$ cat src/rtl/dq_pkg.sv
package dq_pkg;

   localparam int SEL_W = 3;

   typedef enum logic [SEL_W-1:0] {
      SEL_LOW   = 3'd0,
      SEL_HIGH  = 3'd1,
      SEL_RDPTR = 3'd2,
      SEL_WRPTR = 3'd3,
      SEL_CSR   = 3'd4
   } dq_sel_e;

   localparam int NPTR = 4;

   typedef enum logic [2:0] {
      ST_IDLE,
      ST_NEXT,
      ST_REQ,
      ST_RECV,
      ST_EXEC
   } dq_state_e;

endpackage

$ cat src/rtl/dq_ptr_file.sv
module dq_ptr_file
   import dq_pkg::*;
#(
   parameter int ADDR_W      = 48,
   parameter int ENTRY_BYTES = 64
) (
   input  logic              clk,
   input  logic              rst_n,
   input  logic              wr_en,
   input  logic [SEL_W-1:0]  wr_sel,
   input  logic [ADDR_W-1:0] wr_addr,
   input  logic              rd_lock,
   input  logic              rd_adv,
   output logic [ADDR_W-1:0] low_o,
   output logic [ADDR_W-1:0] high_o,
   output logic [ADDR_W-1:0] rd_o,
   output logic [ADDR_W-1:0] wr_o
);

   localparam logic [ADDR_W-1:0] STEP = ADDR_W'(ENTRY_BYTES);

   logic [ADDR_W-1:0] rd_step;

   for (genvar gi = 0; gi < NPTR; gi++) begin : g_ptr
      logic [ADDR_W-1:0] q;
      logic              hit;
      assign hit = wr_en && (wr_sel == SEL_W'(gi));
      if (gi == int'(SEL_RDPTR)) begin : g_rd
         always_ff @(posedge clk or negedge rst_n) begin
            if (!rst_n)            q <= '0;
            else if (rd_adv)       q <= rd_step;
            else if (hit && !rd_lock) q <= wr_addr;
         end
      end else begin : g_sw
         always_ff @(posedge clk or negedge rst_n) begin
            if (!rst_n)   q <= '0;
            else if (hit) q <= wr_addr;
         end
      end
   end

   assign low_o  = g_ptr[0].q;
   assign high_o = g_ptr[1].q;
   assign rd_o   = g_ptr[2].q;
   assign wr_o   = g_ptr[3].q;

   assign rd_step = (rd_o == high_o) ? low_o : rd_o + STEP;

endmodule

$ cat src/rtl/dq_fetch.sv
module dq_fetch #(
   parameter int WORD_W      = 64,
   parameter int ADDR_W      = 48,
   parameter int ENTRY_WORDS = 8,
   parameter int SRC_IDX     = 1,
   parameter int DST_IDX     = 7
) (
   input  logic              clk,
   input  logic              rst_n,
   input  logic              recv_en,
   input  logic              rsp_valid,
   input  logic [WORD_W-1:0] rsp_data,
   output logic [WORD_W-1:0] ctrl_o,
   output logic [ADDR_W-1:0] src_o,
   output logic [ADDR_W-1:0] dst_o,
   output logic              last_o
);

   localparam int BEAT_W = (ENTRY_WORDS > 1) ? $clog2(ENTRY_WORDS) : 1;
   localparam logic [BEAT_W-1:0] LAST_BEAT = BEAT_W'(ENTRY_WORDS - 1);
   localparam logic [BEAT_W-1:0] SRC_BEAT  = BEAT_W'(SRC_IDX);
   localparam logic [BEAT_W-1:0] DST_BEAT  = BEAT_W'(DST_IDX);

   logic [BEAT_W-1:0] beat_q;
   logic              take;

   assign take   = recv_en && rsp_valid;
   assign last_o = take && (beat_q == LAST_BEAT);

   always_ff @(posedge clk or negedge rst_n) begin
      if (!rst_n)    beat_q <= '0;
      else if (take) beat_q <= last_o ? '0 : beat_q + 1'b1;
   end

   always_ff @(posedge clk or negedge rst_n) begin
      if (!rst_n) begin
         ctrl_o <= '0;
         src_o  <= '0;
         dst_o  <= '0;
      end else if (take) begin
         if (beat_q == '0)      ctrl_o <= rsp_data;
         if (beat_q == SRC_BEAT) src_o <= rsp_data[ADDR_W-1:0];
         if (beat_q == DST_BEAT) dst_o <= rsp_data[ADDR_W-1:0];
      end
   end

endmodule

$ cat src/rtl/dq_seq.sv
module dq_seq
   import dq_pkg::*;
#(
   parameter int ADDR_W   = 48,
   parameter int OFF_W    = 6,
   parameter int STRAND_W = 3
) (
   input  logic                clk,
   input  logic                rst_n,
   input  logic                csr_we,
   input  logic                csr_en_in,
   input  logic [ADDR_W-1:0]   rd_ptr,
   input  logic [ADDR_W-1:0]   wr_ptr,
   input  logic                fetch_last,
   input  logic                exec_done,
   input  logic                irq_flag,
   input  logic [STRAND_W-1:0] strand,
   output logic                fetch_req,
   output logic                recv_en,
   output logic                exec_valid,
   output logic                rd_adv,
   output logic                en_o,
   output logic                busy_o,
   output logic                term_o,
   output logic                perr_o,
   output logic                irq_o,
   output logic [STRAND_W-1:0] irq_strand_o
);

   dq_state_e st_q, st_d;
   logic      empty, misalign, done_hs;

   assign empty    = (rd_ptr == wr_ptr);
   assign misalign = (|rd_ptr[OFF_W-1:0]) || (|wr_ptr[OFF_W-1:0]);
   assign done_hs  = (st_q == ST_EXEC) && exec_done;

   always_comb begin
      st_d = st_q;
      unique case (st_q)
         ST_IDLE: if (en_o && !term_o && !perr_o && !empty) st_d = ST_NEXT;
         ST_NEXT: if (!en_o || empty || misalign) st_d = ST_IDLE;
                  else                            st_d = ST_REQ;
         ST_REQ:  st_d = ST_RECV;
         ST_RECV: if (fetch_last) st_d = ST_EXEC;
         ST_EXEC: if (exec_done) st_d = ST_NEXT;
         default: st_d = ST_IDLE;
      endcase
   end

   always_ff @(posedge clk or negedge rst_n) begin
      if (!rst_n) st_q <= ST_IDLE;
      else        st_q <= st_d;
   end

   always_ff @(posedge clk or negedge rst_n) begin
      if (!rst_n) begin
         en_o   <= 1'b0;
         term_o <= 1'b0;
         perr_o <= 1'b0;
      end else begin
         if (st_q == ST_NEXT) begin
            if (!en_o)                  term_o <= 1'b1;
            else if (!empty && misalign) perr_o <= 1'b1;
         end
         if (csr_we) begin
            en_o <= csr_en_in;
            if (csr_en_in) begin
               term_o <= 1'b0;
               perr_o <= 1'b0;
            end
         end
      end
   end

   always_ff @(posedge clk or negedge rst_n) begin
      if (!rst_n) begin
         irq_o        <= 1'b0;
         irq_strand_o <= '0;
      end else begin
         irq_o <= done_hs && irq_flag;
         if (done_hs) irq_strand_o <= strand;
      end
   end

   assign fetch_req  = (st_q == ST_REQ);
   assign recv_en    = (st_q == ST_RECV);
   assign exec_valid = (st_q == ST_EXEC);
   assign rd_adv     = done_hs;
   assign busy_o     = (st_q != ST_IDLE);

endmodule

$ cat src/rtl/dq_ctrl.sv
module dq_ctrl
   import dq_pkg::*;
#(
   parameter int ADDR_W      = 48,
   parameter int WORD_W      = 64,
   parameter int ENTRY_WORDS = 8,
   parameter int STRAND_W    = 3,
   parameter int STRAND_LSB  = 37,
   parameter int IRQ_BIT     = 63,
   parameter int LEN_W       = 16,
   parameter int SRC_IDX     = 1,
   parameter int DST_IDX     = ENTRY_WORDS - 1
) (
   input  logic                clk,
   input  logic                rst_n,
   input  logic                reg_we,
   input  logic [SEL_W-1:0]    reg_sel,
   input  logic [WORD_W-1:0]   reg_wdata,
   output logic [WORD_W-1:0]   reg_rdata,
   output logic                fetch_req,
   output logic [ADDR_W-1:0]   fetch_addr,
   input  logic                rsp_valid,
   input  logic [WORD_W-1:0]   rsp_data,
   output logic                exec_valid,
   output logic [WORD_W-1:0]   exec_ctrl,
   output logic [ADDR_W-1:0]   exec_src,
   output logic [ADDR_W-1:0]   exec_dst,
   output logic [LEN_W:0]      exec_bytes,
   input  logic                exec_done,
   output logic                irq_pulse,
   output logic [STRAND_W-1:0] irq_strand
);

   localparam int ENTRY_BYTES = ENTRY_WORDS * WORD_W / 8;
   localparam int OFF_W       = $clog2(ENTRY_BYTES);

   if (ADDR_W > WORD_W) begin : g_bad_addr
      $error("address width exceeds word width");
   end
   if ((ENTRY_BYTES & (ENTRY_BYTES - 1)) != 0) begin : g_bad_entry
      $error("entry size must be a power of two");
   end
   if (ADDR_W <= OFF_W) begin : g_bad_off
      $error("address width too small for entry alignment");
   end
   if (IRQ_BIT >= WORD_W || STRAND_LSB + STRAND_W > WORD_W || LEN_W > WORD_W) begin : g_bad_field
      $error("control word field outside the word");
   end
   if (SRC_IDX >= ENTRY_WORDS || DST_IDX >= ENTRY_WORDS || SRC_IDX == 0 || DST_IDX == 0) begin : g_bad_idx
      $error("address word index out of range");
   end

   logic [ADDR_W-1:0] ptr_low, ptr_high, ptr_rd, ptr_wr;
   logic              csr_en, csr_busy, csr_term, csr_perr;
   logic              rd_adv, recv_en, fetch_last, csr_we;

   assign csr_we = reg_we && (reg_sel == SEL_CSR);

   dq_ptr_file #(
      .ADDR_W      (ADDR_W),
      .ENTRY_BYTES (ENTRY_BYTES)
   ) u_ptr (
      .clk     (clk),
      .rst_n   (rst_n),
      .wr_en   (reg_we),
      .wr_sel  (reg_sel),
      .wr_addr (reg_wdata[ADDR_W-1:0]),
      .rd_lock (csr_busy),
      .rd_adv  (rd_adv),
      .low_o   (ptr_low),
      .high_o  (ptr_high),
      .rd_o    (ptr_rd),
      .wr_o    (ptr_wr)
   );

   dq_fetch #(
      .WORD_W      (WORD_W),
      .ADDR_W      (ADDR_W),
      .ENTRY_WORDS (ENTRY_WORDS),
      .SRC_IDX     (SRC_IDX),
      .DST_IDX     (DST_IDX)
   ) u_fetch (
      .clk       (clk),
      .rst_n     (rst_n),
      .recv_en   (recv_en),
      .rsp_valid (rsp_valid),
      .rsp_data  (rsp_data),
      .ctrl_o    (exec_ctrl),
      .src_o     (exec_src),
      .dst_o     (exec_dst),
      .last_o    (fetch_last)
   );

   dq_seq #(
      .ADDR_W   (ADDR_W),
      .OFF_W    (OFF_W),
      .STRAND_W (STRAND_W)
   ) u_seq (
      .clk          (clk),
      .rst_n        (rst_n),
      .csr_we       (csr_we),
      .csr_en_in    (reg_wdata[0]),
      .rd_ptr       (ptr_rd),
      .wr_ptr       (ptr_wr),
      .fetch_last   (fetch_last),
      .exec_done    (exec_done),
      .irq_flag     (exec_ctrl[IRQ_BIT]),
      .strand       (exec_ctrl[STRAND_LSB +: STRAND_W]),
      .fetch_req    (fetch_req),
      .recv_en      (recv_en),
      .exec_valid   (exec_valid),
      .rd_adv       (rd_adv),
      .en_o         (csr_en),
      .busy_o       (csr_busy),
      .term_o       (csr_term),
      .perr_o       (csr_perr),
      .irq_o        (irq_pulse),
      .irq_strand_o (irq_strand)
   );

   assign fetch_addr = ptr_rd;
   assign exec_bytes = (LEN_W+1)'(exec_ctrl[LEN_W-1:0]) + (LEN_W+1)'(1);

   always_comb begin
      reg_rdata = '0;
      case (reg_sel)
         SEL_LOW:   reg_rdata[ADDR_W-1:0] = ptr_low;
         SEL_HIGH:  reg_rdata[ADDR_W-1:0] = ptr_high;
         SEL_RDPTR: reg_rdata[ADDR_W-1:0] = ptr_rd;
         SEL_WRPTR: reg_rdata[ADDR_W-1:0] = ptr_wr;
         SEL_CSR:   reg_rdata[3:0]        = {csr_perr, csr_term, csr_busy, csr_en};
         default:   reg_rdata             = '0;
      endcase
   end

endmodule

$ cat config.mk
export PLATFORM = sky130hd
export DESIGN_NAME = dq_ctrl
export DESIGN_NICKNAME = d
export VERILOG_FILES = /design/src/rtl/dq_pkg.sv /design/src/rtl/dq_ptr_file.sv /design/src/rtl/dq_fetch.sv /design/src/rtl/dq_seq.sv /design/src/rtl/dq_ctrl.sv
export SDC_FILE = /design/constraint.sdc
export NUM_CORES = 1
export LEC_CHECK = 0
export BUFFER_PORTS_ARGS = -buffer_cell sky130_fd_sc_hd__buf_2
export CAP_MARGIN = 25
export CORE_AREA = 3 3 180 182
export CTS_BUF_LIST = sky130_fd_sc_hd__clkbuf_4 sky130_fd_sc_hd__clkbuf_8 sky130_fd_sc_hd__clkbuf_16
export DETAILED_ROUTE_END_ITERATION = 8
export DIE_AREA = 0 0 183 185
export GPL_ROUTABILITY_DRIVEN = 0
export MAX_ROUTING_LAYER = met4
export PLACE_DENSITY = 0.87
export SYNTH_ARGS = -nofsm -noshare
export SYNTH_HDL_FRONTEND = slang
export SYNTH_SLANG_ARGS = --single-unit
$ cat constraint.sdc
create_clock -name clk -period 4.5 [get_ports clk]
set_input_delay 0.225 -clock clk [delete_from_list [all_inputs] [get_ports clk]]
set_output_delay 0.225 -clock clk [all_outputs]
set_load 0.01 [all_outputs]
* Word-level counts from Yosys, hierarchy flattened
Index checks and enable logic that the tools add are counted.
Operators by class: $add $sub $neg 3, equal/unequal tests 15, mux-type cells 20, reductions and logical operators 33
Operator list (number):
- 44-bit one-hot mux with 4 select lines | 1
- 48-bit 2-to-1 mux | 3
- 48-bit == test | 2
- 48-bit by 7-bit adder with 48-bit output, second input constant | 1
- 4-bit one-hot mux with 5 select lines | 1
- 16-bit by 1-bit adder with 17-bit output, second input constant | 1
- 3-bit one-hot mux with 5 select lines | 1
- 1-bit logical AND | 14
- 3-bit by 2-bit == test with 1-bit output, second input constant | 4
- 3-bit 2-to-1 mux | 4
- 6-bit OR reduction | 2
- 3-bit by 1-bit == test with 1-bit output, second input constant | 3
- 3-bit == test, second input constant | 3
- 3-bit logical NOT | 3
- 1-bit 2-to-1 mux | 9
- 2-bit AND reduction | 3
- 1-bit logical NOT | 5
- 2-bit by 1-bit inequality test with 1-bit output, second input constant | 2
- 3-bit by 1-bit adder with 3-bit output, second input constant | 1
- 1-bit logical OR | 3
- 3-bit AND reduction | 1
- 3-bit nonzero test | 1
- 2-bit 2-to-1 mux | 1
- 2-bit inequality test, second input constant | 1
- 2-bit nonzero test | 1
Storage, ports and cells: bits in registers 365, input bits 136, output and inout bits 295, word-level logic and storage cells 85

* Longest topological paths before layout
depth in word-level cells 8, mapped depth 9, gate-level depth less buffers 7

* Hierarchy
Synthesis repeated with hierarchy kept, for this count alone.
Unflattened totals: cell total of the unflattened synthesis 1461, area, all modules 18590.3 um2
Modules (own cells, without submodules):
- dq_ptr_file | times used 1, cells each 803, area each 9441.6 um2, sequential area each 4804.6 um2
- dq_fetch | times used 1, cells each 357, area each 6120.9 um2, sequential area each 4078.9 um2
- dq_ctrl | times used 1, cells each 188, area each 1976.9 um2, sequential area each 0.0 um2
- dq_seq | times used 1, cells each 113, area each 1051.0 um2, sequential area each 250.2 um2

* Worst setup path before layout
No wires, ideal clock.
path kind register to register, start point reg u_ptr.g_ptr[2].q[41], in the netlist u_ptr.rd_o[41], end point reg u_ptr.g_ptr[2].q[16], in the netlist u_ptr.rd_o[16], library setup time 0.126 ns, arrival time 1.891 ns, required time 4.374 ns, slack 2.483 ns, stages on the path, launching flop included 8, buffers on the path 2, period minus slack after synthesis 2.017 ns, cells stage by stage dfrtp_1 > buf_2 > xnor2_1 > nand4_1 > nor4_4 > nand3_2 > clkbuf_1 > o311a_1
On the way: cells in the longest elaborated chain, start to end 3
Ends and longest elaborated chain:
- start, declared | RTL line dq_ptr_file.sv:25 | logic [ADDR_W-1:0] q;
- start signal, assigned | RTL line dq_ptr_file.sv:31 | else if (rd_adv) q <= rd_step;
- start signal, assigned | RTL line dq_ptr_file.sv:32 | else if (hit && !rd_lock) q <= wr_addr;
- 48-bit == test | RTL line dq_ptr_file.sv:47 | assign rd_step = (rd_o == high_o) ? low_o : rd_o + STEP;
- 48-bit 2-to-1 mux | RTL line dq_ptr_file.sv:47
- 48-bit 2-to-1 mux | RTL line dq_ptr_file.sv:31
No other way between the ends. A chain may end at the register's enable or synchronous reset.

* Worst setup path in the final report
start point reg u_ptr.g_ptr[2].q[12], in the netlist u_ptr.rd_o[12], end point reg u_ptr.g_ptr[2].q[35], in the netlist u_ptr.rd_o[35]
On the way: cells in the longest elaborated chain, start to end 3, elaborated cells on any way between the ends 4, classes of those cells add/sub: 1; eq/ne: 1; mux: 2
Ends and longest elaborated chain (RTL line):
- 48-bit by 7-bit adder with 48-bit output / 48-bit == test (equally long branches) | dq_ptr_file.sv:47
- 48-bit 2-to-1 mux * | dq_ptr_file.sv:47
- 48-bit 2-to-1 mux * | dq_ptr_file.sv:31
Mark *: on every way between the ends. The rest lies on a longest branch, timed or not.

==> flow_summary.toml <==
[floorplanning]
die_height_um = 185
chipWidth_um = 183
ioPinCount = 431
coreArea_um2 = 30750
initial_core_util_pct = 58.90
row_count = 64
die_area_um2 = 33860

[worst_setup_path]
crit_slowest_cell = "buf_4"
crit_path_start_kind = "flop"
crit_fanout = 47
reg2reg_setup_slack_ns = 1.35
crit_required_ns = 4.86
crit_family = "simple AND/OR/NAND/NOR gates"
cp.arrival_ns = 3.51
worstSetupPathType = "flop to flop"
reg2reg_depth = 7
worstSetupEndpointType = "flop"
crit_path_cell_trace = "xnor2_1 > nand4_1 > nor4_4 > nand3_2 > buf_4 > o31ai_1 > a21oi_1"
crit_buf_inv = 1
r2r-start = "u_ptr.rd_o[12]"
cpPeakStageDelay_ns = 0.49
rr_endpoint = "u_ptr.rd_o[35]"

[sta]
rsz0062_at_grt = "false"
finalCriticalPeriod_ns = 3.147
timing.max_slew.rel_slack_pct = 31.61
final.setup.tns_ns = 0
timing.final.crit_share_pct = 69.93
clock.fmax_mhz = 317.8
skew_ns = 0.01907
drv_slew = 0
final_hold_viol_count = 0
worstMarginPinSlew_ns = 1.026
setup_violations = 0
hold_ws_ns = 0.01827

[power_and_ir_drop]
pwr-share-clk_pct = 24.7
p_comb_share_pct = 33.7
ir_worst_vdd_mv = 0.4526
power_density_nw_per_um2 = 606.2
sw_frac_of_total_pct = 38.04
power_frac_seq_pct = 41.6
power_leakage_nw = 11.05
power.net_switching_mw = 5.229
internal_power_mw = 8.517

[finish]
multi_input_area_um2 = 8283
area_growth_pct = 25.19
register_area_um2 = 9134
nNetsFinal = 2154
drive_gt1_share_pct = 39.93
fillCellCount = 1924

[synth]
yosysSeqAreaShare_pct = 50.43
synth_top_cell_area_share_pct = 50.43
synth.largest_area_cell = "dfrtp_1"
syn_area_um2 = 18110
ys_top_cells_by_area = "dfrtp_1 (50%), mux2_2 (19%), a22oi_1 (3.9%)"
synth_cell_type_count = 52
synth-async-reset-ratio_pct = 100.0
syn_inst = 1568
synthFlopType = "dfrtp_1"
synth_edf_count = 0
ys_warn_count = 0
syn_avg_cell_area_um2 = 11.55
ys_ff_latch = 365

[routing]
drc = 0
wire_per_inst_um = 25.79
wl_mm = 63.13
vias = 15610
vias_per_cell = 6.377
dr.pass1.iters = 5
initialDrtViolationCount = 1702
antenna_left = 0

[global_route]
grt_antenna_before_repair = 10
grt_max_degree = 118
globalRouteTotalUtil_pct = 37.11
grt.overflow.total = 0
grt_pass1_wl_mm = 94.40
grt_pass1_vias = 15940

[placed_design]
dp_hpwl_mm = 39.10
port_buffers = 398

[clock_network]
clk_latency_ns = 0.54
cts_buffer_depth = 3
cts_tree = "built"
clock-sinks = 365
cts_max_level = 2
cts.clk_slew.worst_paths_ns = 0.06
cts_root_buffer = "clkbuf_16"
cts_buffers = 39

[hold_path]
hp-class = "input port to flop"
hold_start = "reg_wdata[7]"
holdPathEnd = "u_ptr.high_o[7]"
holdPathStages = 2

[status]
status = "completed"

[run]
maxCapViolCount = 0
==> cells in the mapped netlist (all sizes together), types with 3 or more instances <==
cell	instances
inv	20
xnor2	78
mux2i	12
nand2	161
o21bai	6
o31ai	10
o311a	19
and3	18
o21ai	20
o211ai	5
dfrtp	365
nor3	10
a21oi	22
o22ai	8
clkbuf	48
nand3	70
nand4	37
a32o	6
a31oi	4
xor2	67
nor2b	3
nor2	32
nor4	20
o21a	4
a22oi	93
ha	6
and2	9
mux2	304
buf	95
==> metrics by stage <==
step	std cells	instance area [um^2]	worst slack (ns)	power, mW	utilization, %
global placement	2256	20190	1.536	9.757	65.67
floorplan	1583	18170	2.483	8.031	-
detailed placement	2256	20190	1.497	9.974	65.67
finish	2448	22670	1.353	13.75	73.74
CTS	2436	22630	1.431	13.49	73.58
global route	2447	22670	1.266	14.29	73.73
==> layer usage <==
layer	up-vias	GRT usage, %	wire length, um
li1	6477	-	-
met2	1139	60.01	30680
met5	-	-	0
met4	0	20.81	4263
met3	293	8.798	6598
met1	7701	42.88	21580
==> what timing repair did <==
item / in CTS / in global routing
endpoints found under the hold margin: 394 / 0
hold buffers: 110 / 0
gates resized for setup: 0 / 0
setup buffers: 0 / 0
==> power by group through the flow <==
stage                     Combinational [mW]  Clock [mW]  Sequential (mW)
after floorplan                         2.59           0             5.44
after global placement                  4.24           0             5.51
after detailed placement                4.36           0             5.61
after CTS                               4.51        3.38             5.60
after global routing                    4.92        3.54             5.83
final                                   4.64        3.39             5.72
==> state kept, by name, indices dropped and copies added (netlist names) <==
signal,cells
u_ptr.high_o,48
u_ptr.wr_o,48
u_fetch.ctrl_o,64
u_seq.en_o,1
u_seq.irq_strand_o,3
u_fetch.src_o,48
u_seq.st_q,3
u_fetch.dst_o,48
u_seq.term_o,1
u_ptr.rd_o,48
u_seq.irq_o,1
u_seq.perr_o,1
u_ptr.low_o,48
u_fetch.beat_q,3
==> worst max path at each step <==
| stage | slack, ns | depth (start not counted) | from | to |
|---|---|---|---|---|
| 2_1_floorplan | 2.48 | 7 | u_ptr.rd_o[41] | u_ptr.rd_o[16] |
| 3_3_place_gp | 1.54 | 9 | reg_sel[1] | u_ptr.rd_o[46] |
| 3_5_place_dp | 1.50 | 9 | reg_sel[1] | u_ptr.rd_o[36] |
| 4_1_cts | 1.43 | 7 | u_ptr.rd_o[12] | u_ptr.rd_o[35] |
| 5_1_grt | 1.27 | 7 | u_ptr.rd_o[12] | u_ptr.rd_o[35] |
| 6_report | 1.35 | 7 | u_ptr.rd_o[12] | u_ptr.rd_o[35] |
==> layout by cell type (no fill, tap or decap), drive strengths merged, types with 8 or more instances in the layout <==
cell	count
nand4	37
mux2	304
clkbuf	54
inv	23
nand2	161
conb	16
o21ai	20
o31ai	10
dlygate4sd3	110
mux2i	12
o311a	19
clkinv	9
and3	18
buf	421
nor2	32
nor4	20
dfrtp	365
nand3	70
xor2	67
diode	11
a21oi	22
nor3	10
and2	9
o22ai	8
xnor2	78
a22oi	93
==> logic make-up (layout without fill, tap and decap cells) <==
group           Yosys count  count (layout)  synth area share [%]
fa+ha+maj                 6               6                0.4145
simple gates            366             366                 9.941
mux                     316             316                 19.56
flops                   365             365                 50.43
buf+inv                 163             621                 4.352
other cells               1              27               0.02070
compound gates          206             206                 8.269
xor+xnor                145             145                 7.012
==> area by class of cell <==
cell class	count	area share, %
sequential	365	40.28
timing repair buffer	531	14.67
clock inverter	16	0.8608
antenna	11	0.1214
tap	396	2.185
multi-input combinational	1055	36.53
clock buffer	54	5.022
inverter	20	0.3311
No activity file was read; power rests on OpenSTA's default activity.
